$ cat config.mk
export PLATFORM = sky130hd
export DESIGN_NAME = irq_prio_arbiter
export DESIGN_NICKNAME = d
export VERILOG_FILES = /design/src/rtl/arb_pkg.sv /design/src/rtl/arb_elig.sv /design/src/rtl/arb_cmp_node.sv /design/src/rtl/arb_tree.sv /design/src/rtl/irq_prio_arbiter.sv
export SDC_FILE = /design/constraint.sdc
export NUM_CORES = 1
export LEC_CHECK = 0
export BUFFER_PORTS_ARGS = -buffer_cell sky130_fd_sc_hd__buf_2
export CAP_MARGIN = 20
export CORE_AREA = 4 4 333 335
export DETAILED_ROUTE_END_ITERATION = 8
export DIE_AREA = 0 0 337 339
export HOLD_SLACK_MARGIN = 0.15
export PLACE_DENSITY = 0.48
export SYNTH_ARGS = -nofsm -noshare
export SYNTH_HDL_FRONTEND = slang
export SYNTH_SLANG_ARGS = --single-unit
$ cat constraint.sdc
create_clock -name clk_i -period 1.1 [get_ports clk_i]
set_input_delay 0.165 -clock clk_i [delete_from_list [all_inputs] [get_ports clk_i]]
set_output_delay 0.165 -clock clk_i [all_outputs]
set_load 0.05 [all_outputs]
$ cat src/rtl/arb_pkg.sv
package arb_pkg;
  localparam int unsigned LINES_PER_BANK = 32;
  localparam int unsigned MAX_BANKS      = 3;
endpackage

$ cat src/rtl/arb_elig.sv
module arb_elig #(
  parameter int unsigned NUM_LINES = 32,
  parameter bit          FIQ_CLASS = 1'b0
) (
  input  logic [NUM_LINES-1:0] pend_i,
  input  logic [NUM_LINES-1:0] mask_i,
  input  logic [NUM_LINES-1:0] fiq_sel_i,
  output logic [NUM_LINES-1:0] elig_o
);
  logic [NUM_LINES-1:0] class_ok;

  generate
    if (FIQ_CLASS) begin : g_fast
      assign class_ok = fiq_sel_i;
    end else begin : g_norm
      assign class_ok = ~fiq_sel_i;
    end
  endgenerate

  assign elig_o = pend_i & ~mask_i & class_ok;
endmodule

$ cat src/rtl/arb_cmp_node.sv
module arb_cmp_node #(
  parameter int unsigned PRIO_W = 6,
  parameter int unsigned IDX_W  = 7
) (
  input  logic              l_v_i,
  input  logic [PRIO_W-1:0] l_p_i,
  input  logic [IDX_W-1:0]  l_x_i,
  input  logic              r_v_i,
  input  logic [PRIO_W-1:0] r_p_i,
  input  logic [IDX_W-1:0]  r_x_i,
  output logic              o_v_o,
  output logic [PRIO_W-1:0] o_p_o,
  output logic [IDX_W-1:0]  o_x_o
);
  logic take_r;

  // right operand holds the higher indices: it wins on equal priority
  assign take_r = r_v_i & (~l_v_i | (r_p_i <= l_p_i));
  assign o_v_o  = l_v_i | r_v_i;

  always_comb begin
    if (take_r) begin
      o_p_o = r_p_i;
      o_x_o = r_x_i;
    end else if (l_v_i) begin
      o_p_o = l_p_i;
      o_x_o = l_x_i;
    end else begin
      o_p_o = '0;
      o_x_o = '0;
    end
  end
endmodule

$ cat src/rtl/arb_tree.sv
module arb_tree #(
  parameter int unsigned NUM_LINES = 96,
  parameter int unsigned PRIO_W    = 6,
  parameter int unsigned IDX_W     = 7
) (
  input  logic [NUM_LINES-1:0]        elig_i,
  input  logic [NUM_LINES*PRIO_W-1:0] prio_i,
  output logic                        root_v_o,
  output logic [PRIO_W-1:0]           root_p_o,
  output logic [IDX_W-1:0]            root_x_o
);
  localparam int unsigned LEAVES = 1 << IDX_W;
  localparam int unsigned NODES  = 2 * LEAVES - 1;

  logic              nv [NODES];
  logic [PRIO_W-1:0] np [NODES];
  logic [IDX_W-1:0]  nx [NODES];

  for (genvar i = 0; i < LEAVES; i++) begin : g_leaf
    if (i < NUM_LINES) begin : g_real
      assign nv[LEAVES-1+i] = elig_i[i];
      assign np[LEAVES-1+i] = prio_i[i*PRIO_W +: PRIO_W];
    end else begin : g_pad
      assign nv[LEAVES-1+i] = 1'b0;
      assign np[LEAVES-1+i] = '0;
    end
    assign nx[LEAVES-1+i] = IDX_W'(i);
  end

  for (genvar k = 0; k < LEAVES - 1; k++) begin : g_node
    arb_cmp_node #(.PRIO_W(PRIO_W), .IDX_W(IDX_W)) u_node (
      .l_v_i (nv[2*k+1]),
      .l_p_i (np[2*k+1]),
      .l_x_i (nx[2*k+1]),
      .r_v_i (nv[2*k+2]),
      .r_p_i (np[2*k+2]),
      .r_x_i (nx[2*k+2]),
      .o_v_o (nv[k]),
      .o_p_o (np[k]),
      .o_x_o (nx[k])
    );
  end

  assign root_v_o = nv[0];
  assign root_p_o = np[0];
  assign root_x_o = nx[0];
endmodule

$ cat src/rtl/irq_prio_arbiter.sv
module irq_prio_arbiter
  import arb_pkg::*;
#(
  parameter int unsigned NUM_BANKS = 3,
  parameter int unsigned PRIO_W    = 6,
  parameter bit          FIQ_CLASS = 1'b0,
  parameter bit          OUT_REG   = 1'b1,
  localparam int unsigned NUM_LINES = NUM_BANKS * LINES_PER_BANK,
  localparam int unsigned IDX_W     = $clog2(NUM_LINES)
) (
  input  logic                        clk_i,
  input  logic                        rst_ni,
  input  logic [NUM_LINES-1:0]        pend_i,
  input  logic [NUM_LINES-1:0]        mask_i,
  input  logic [NUM_LINES-1:0]        fiq_sel_i,
  input  logic [NUM_LINES*PRIO_W-1:0] prio_i,
  output logic [IDX_W-1:0]            winner_o,
  output logic                        any_o
);
  logic [NUM_LINES-1:0] elig;
  logic                 root_v;
  logic [PRIO_W-1:0]    root_p;
  logic [IDX_W-1:0]     root_x;

  arb_elig #(.NUM_LINES(NUM_LINES), .FIQ_CLASS(FIQ_CLASS)) u_elig (
    .pend_i    (pend_i),
    .mask_i    (mask_i),
    .fiq_sel_i (fiq_sel_i),
    .elig_o    (elig)
  );

  arb_tree #(.NUM_LINES(NUM_LINES), .PRIO_W(PRIO_W), .IDX_W(IDX_W)) u_tree (
    .elig_i   (elig),
    .prio_i   (prio_i),
    .root_v_o (root_v),
    .root_p_o (root_p),
    .root_x_o (root_x)
  );

  generate
    if (OUT_REG) begin : g_reg
      always_ff @(posedge clk_i or negedge rst_ni) begin
        if (!rst_ni) begin
          winner_o <= '0;
          any_o    <= 1'b0;
        end else begin
          winner_o <= root_x;
          any_o    <= root_v;
        end
      end
    end else begin : g_comb
      assign winner_o = root_x;
      assign any_o    = root_v;
    end
  endgenerate

  // checker state: a more urgent or equal-and-higher eligible line exists
  logic beaten;
  always_comb begin
    beaten = 1'b0;
    for (int j = 0; j < NUM_LINES; j++) begin
      if (root_v && elig[j]) begin
        if (prio_i[j*PRIO_W +: PRIO_W] < root_p) beaten = 1'b1;
        if (prio_i[j*PRIO_W +: PRIO_W] == root_p && IDX_W'(j) > root_x) beaten = 1'b1;
      end
    end
  end

  logic past_ok;
  always_ff @(posedge clk_i or negedge rst_ni) begin
    if (!rst_ni) past_ok <= 1'b0;
    else         past_ok <= 1'b1;
  end

  a_r1_winner_eligible: assert property (@(posedge clk_i) disable iff (!rst_ni)
    root_v |-> elig[root_x]);

  a_r2_r3_no_better_line: assert property (@(posedge clk_i) disable iff (!rst_ni)
    !beaten);

  a_r6_any_tracks_elig: assert property (@(posedge clk_i) disable iff (!rst_ni)
    root_v == (|elig));

  a_r5_idle_zero: assert property (@(posedge clk_i) disable iff (!rst_ni)
    !root_v |-> (root_x == '0));

  a_r7_out_lag: assert property (@(posedge clk_i) disable iff (!rst_ni)
    (OUT_REG && past_ok) |=> (winner_o == $past(root_x)) && (any_o == $past(root_v)));
endmodule

Word-level counts from Yosys, hierarchy flattened
Index checks and enable logic that the tools add are counted.
{"block": "totals", "in_bits": 866, "out_inout_bits": 8, "word_cells": 860, "register_bits": 8}
{"block": "classes", "mux": 379, "n_bitwise": 384, "n_lt_le_gt_ge": 95}
{"op": "$mux W6", "n": 253}
{"op": "$le A6 B6 Y1", "n": 95}
{"op": "$mux W7", "n": 64}
{"op": "$and A96 B96 Y96", "n": 2}
{"op": "$not A96 Y96", "n": 2}
{"op": "$or A1 B1 Y1", "n": 190}
{"op": "$mux W5", "n": 32}
{"op": "$and A1 B1 Y1", "n": 95}
{"op": "$not A1 Y1", "n": 95}
{"op": "$mux W4", "n": 16}
{"op": "$mux W3", "n": 8}
{"op": "$mux W2", "n": 4}
{"op": "$mux W1", "n": 2}

Logic depth before layout (Yosys ltp)
{"block": "depth", "depth_word": 31, "ltp_mapped": 61, "mapped_depth_nobuf": 59}

Hierarchy
A second synthesis with hierarchy kept.
{"block": "hier_totals", "hier_cells": 8107, "area_unflattened_um2": 56245.2}
{"mod": "arb_cmp_node at u_tree.g_node[0].u_node ...", "area_each_um2": 435.4, "cells_per_inst": 63, "instances": 86, "seq_area_each_um2": 0.0}
{"mod": "arb_cmp_node at u_tree.g_node[63].u_node ...", "area_each_um2": 424.2, "cells_per_inst": 63, "instances": 41, "seq_area_each_um2": 0.0}
{"mod": "arb_elig", "area_each_um2": 1201.2, "cells_per_inst": 96, "instances": 1, "seq_area_each_um2": 0.0}
{"mod": "irq_prio_arbiter", "area_each_um2": 200.2, "cells_per_inst": 8, "instances": 1, "seq_area_each_um2": 200.2}
{"mod": "arb_tree", "area_each_um2": 7.5, "cells_per_inst": 2, "instances": 1, "seq_area_each_um2": 0.0}

Worst setup path before layout
No wires, ideal clock.
{"block": "synth_timing", "path_kind": "input-to-reg", "start": "in prio_i[89]", "end": "reg winner_o[2]", "required_ps": 974, "setup_ps": 126, "slack_ps": -10262, "path_buffers": 4, "cell_stages": 57, "t_arrival_ps": 11236, "cell_sequence": "inv_1 ha_1 and4_1 o21a_1 o311ai_1 nand2_1 a31oi_1 inv_1 ha_1 a21oi_1 a21boi_0 o311a_1 clkbuf_1 nor2_1 o22ai_1 ha_1 a21oi_1 a21boi_0 (+21 left out) o2111a_2 ha_1 a21o_1 a21o_1 a221oi_1 a311oi_1 or2_4 buf_6 mux2_4 ha_1 a21oi_1 nor2b_1 o21ai_0 a21oi_1 a21oi_1 nor2_1 a32oi_1 o21ai_1"}
{"block": "synth_via", "elab_chain_len": 28, "word_cells_on_any_way": 40, "classes_between": "7 x order compare; 19 x mux; 14 x bitwise"}
{"item": "start: declaration", "line": "irq_prio_arbiter.sv:16", "source": "input logic [NUM_LINES*PRIO_W-1:0] prio_i,"}
{"item": "$le A6 B6 Y1", "line": "arb_cmp_node.sv:18", "source": "assign take_r = r_v_i & (~l_v_i | (r_p_i <= l_p_i));"}
{"item": "$or A1 B1 Y1", "line": "arb_cmp_node.sv:18"}
{"item": "$and A1 B1 Y1", "line": "arb_cmp_node.sv:18"}
{"item": "$mux W6", "line": "arb_cmp_node.sv:22", "source": "if (take_r) begin"}
{"item": "$le A6 B6 Y1", "line": "arb_cmp_node.sv:18"}
{"item": "$or A1 B1 Y1", "line": "arb_cmp_node.sv:18"}
{"item": "$and A1 B1 Y1", "line": "arb_cmp_node.sv:18"}
{"item": "$mux W6", "line": "arb_cmp_node.sv:22"}
{"item": "(+13 left out)"}
{"item": "$or A1 B1 Y1", "line": "arb_cmp_node.sv:18"}
{"item": "$and A1 B1 Y1", "line": "arb_cmp_node.sv:18"}
{"item": "$mux W6", "line": "arb_cmp_node.sv:22"}
{"item": "$le A6 B6 Y1", "line": "arb_cmp_node.sv:18"}
{"item": "$or A1 B1 Y1", "line": "arb_cmp_node.sv:18"}
{"item": "$and A1 B1 Y1", "line": "arb_cmp_node.sv:18"}
{"item": "$mux W7 *", "line": "arb_cmp_node.sv:22"}
{"item": "named net root_x[2]", "line": "irq_prio_arbiter.sv:23", "source": "logic [IDX_W-1:0] root_x;"}
{"item": "end signal: assignment", "line": "irq_prio_arbiter.sv:47", "source": "winner_o <= root_x;"}
{"item": "end: declaration", "line": "irq_prio_arbiter.sv:17", "source": "output logic [IDX_W-1:0] winner_o,"}
The timed path passes the listed nets; every way through them passes the cells marked *.

Final worst setup path
{"block": "layout_timing", "start": "in prio_i[377]", "end": "reg winner_o[1]"}
The elaborated chain is that of the path after synthesis.

==> impl_metrics.tcl <==
set metrics [dict create \
    outcome "finished, violations left" \
    violations "setup timing" \
    setup_slack_ns -9.596 \
    clockBufferDepth 2 \
    yosysSeqAreaShare_pct 0.7647 \
    maxCapViolCount 0 \
    hold_violations 0 \
    leakagePower_nw 25.60 \
    synthesis.nets 5025 \
    finish.utilization_pct 44.59 \
    syn-cell-area_sq_um 26180 \
    hp-class "input pin to asynchronous set/reset pin" \
    drt_iter0_drc 1490 \
    synth_top_area_cell "ha_1" \
    critPathRequiredTime_ns 1.21 \
    fp.dieW_um 337 \
    setup_viol 8 \
    startpoint_type "input pin" \
    cts_root_buf "clkbuf_16" \
    drive_above_1_share_pct 53.95 \
    numCtsBuffers 3 \
    h-tree-depth 1 \
    die_h_um 339 \
    num_io_pins 874 \
    cts_tree "done" \
    wl_per_cell_um 17.90 \
    cp_max_fo 8 \
    ys_warn_count 0 \
    setup.worst_path.class "input pin to register" \
    path_common_cell "buf_4" \
    slowest_stage "or3_4" \
    first_pass_iters 6 \
    antenna_found_initial 74 \
    arrival_ns 10.81 \
    die_area_sq_um 114200 \
    min_period_ns 10.70 \
    synth_top_area_share_pct 27.24 \
    num-nets-final 7420 \
    clkTransAtPathRegs_ns 0.04 \
    slew_headroom_pct 44.75 \
    tightest_slew_ns 0.8271 \
    grt_max_degree 12 \
    rows 121 \
    synth_cell_type_count 100 \
    synth_ff_type "dfrtp_1" \
    synth-edff-count 0 \
    yosys-top-cells-area "ha_1 27%, mux2i_1 8.5%, inv_1 8.3%, mux2_2 4.3%, and2_1 3.5%" \
    io_buffers 873 \
    fp.coreArea_sq_um 108100 \
    grt_setup_unrepaired "true" \
    grt_pass1_vias 35760 \
    synth_cells 3589 \
    crit_path_end_kind "register" \
    place_congestion 0.9426 \
    viasPerCell 4.785 \
    dp_hpwl_um 117400 \
    total_power_mw 42.62 \
    syn_avg_cell_area_sq_um 7.294 \
    routed-via-count 35630 \
    drtAntennaViolNets 0 \
    drc 0 \
    min_period_over_period_pct 972.4 \
    start_util_pct 24.22 \
    power.density_nw_per_um2 884.3 \
    ys_ff_latch 8 \
    grt_pass1_wl_um 198000 \
    drv_slew 0 \
    routed_wl_um 133200 \
    gr-total-overflow 0 \
    area_delta_synth_final_pct 84.14 \
    max_stage_delay_ns 0.45 \
    numClockSinks 8 \
    ys_async_sr_fraction_pct 100.0 \
    fmax_ghz 0.09349 \
    ir_worst_vdd_mv 2.064 \
    track_usage_pct 21.77 \
]
==> state kept, by name (all words and copies together), names as in the netlist <==
name	count
winner_o	7
any_o	1
==> power by group <==
part           leakage (nW)  total [mW]  switching [mW]  internal (mW)
clock                0.0373       0.603           0.135          0.468
sequential           0.0933       0.552          0.0409          0.511
combinational          25.5        41.5            19.8           21.7
==> through the flow <==
stage,setup slack [ns],instance area [sq um],std cells,TNS [ns],hold slack [ns]
2_1_floorplan,-8.845,27220,3589,-61.41,-0.1306
3_3_place_gp,-10.18,43460,7204,-72.41,0.01862
3_5_place_dp,-10.29,43460,7204,-73.07,0.02105
4_1_cts,-9.347,46010,7321,-65.93,0.4142
5_1_grt,-10.05,48150,7425,-70.92,0.4188
6_report,-9.596,48200,7445,-67.53,0.3747
==> kinds of logic after synthesis <==
family | share of synthesized area (%)
compound gates | 23.63
simple gates | 25.91
buf+inv | 9.330
flops | 0.7647
fa+ha+maj | 27.24
mux | 13.12
==> path summary, 6_finish.rpt <==
kind	from	end	slack (ns)	cells past startpoint
setup / recovery	prio_i[377]	winner_o[1]$_DFF_PN0_	-9.60	70
hold / removal	rst_ni	winner_o[1]$_DFF_PN0_	0.37	2
max in group asynchronous	rst_ni	any_o$_DFF_PN0_	0.55	2
min in group clk_i	winner_o[5]$_DFF_PN0_	winner_o[5]	0.97	1
==> cells in the final DEF, fill, tap and decap left out, types with 29 or more instances in the layout <==
cell / Yosys / final
buf_4: 6 / 1523
buf_2: 17 / 862
inv_1: 581 / 546
ha_1: 570 / 499
nor2_1: 228 / 202
mux2i_1: 222 / 183
nand2_1: 188 / 180
and2_1: 145 / 143
o21ai_0: 139 / 116
a21oi_1: 167 / 108
mux2_2: 100 / 81
nand4_1: 78 / 78
nor2b_1: 85 / 77
o22ai_1: 115 / 68
ha_4: 0 / 68
nand2b_1: 63 / 60
a21oi_2: 0 / 53
diode_2: 0 / 49
buf_6: 1 / 47
nor3b_1: 50 / 45
nor3_1: 62 / 44
o22a_1: 43 / 43
a21o_1: 40 / 40
nand3_1: 42 / 39
a31oi_1: 80 / 34
o22ai_2: 2 / 34
nor3b_2: 30 / 33
o21ai_2: 26 / 30
a31oi_2: 0 / 29
==> critical path, delay by kind of cell <==
kind	cells	cell delay [ns]
multiplexers	1	0.31
AND/OR/NAND/NOR	10	1.82
buffers and inverters	40	4.91
AO/OA/AOI/OAI	15	2.56
adder cells (fa/ha/maj)	4	1.04
==> layer usage <==
layer  global-route usage [%]  vias up  routed length (um)
li1                         -    17970                   -
met1                    26.10    16480               55130
met2                    39.60      936               66130
met3                    3.493      215                7521
met4                    6.383       28                4258
met5                        0        -                 189
==> final cells by class <==
cell class,count,area [sq um]
clock buffer,3,75.07
inverter,582,2207
multi-input combinational,2944,27320
antenna,49,122.6
sequential,8,201.4
fill,10860,59890
timing repair buffer,2445,16500
tap,1414,1769
==> cell usage after synthesis (43+ instances only) <==
library cell	instances
nand4_1	78
o21ai_0	139
o22ai_1	115
nand2_1	188
a31oi_1	80
o22a_1	43
and2_1	145
ha_1	570
nor3_1	62
mux2_2	100
nor2b_1	85
inv_1	581
nand2b_1	63
nor2_1	228
a21oi_1	167
nor3b_1	50
mux2i_1	222
==> timing repair <==
| action | in CTS | in global routing |
|---|---|---|
| cloned | 2 | 1 |
| resized for setup | 302 | 263 |
| setup buffers | 113 | 77 |
| pin swaps | 163 | 178 |
| endpoints found under the hold margin | 8 | 0 |
| hold buffers | 1 | 0 |
| endpoints found under the setup margin | 9 | 8 |
(Power assumes the default switching activity.)
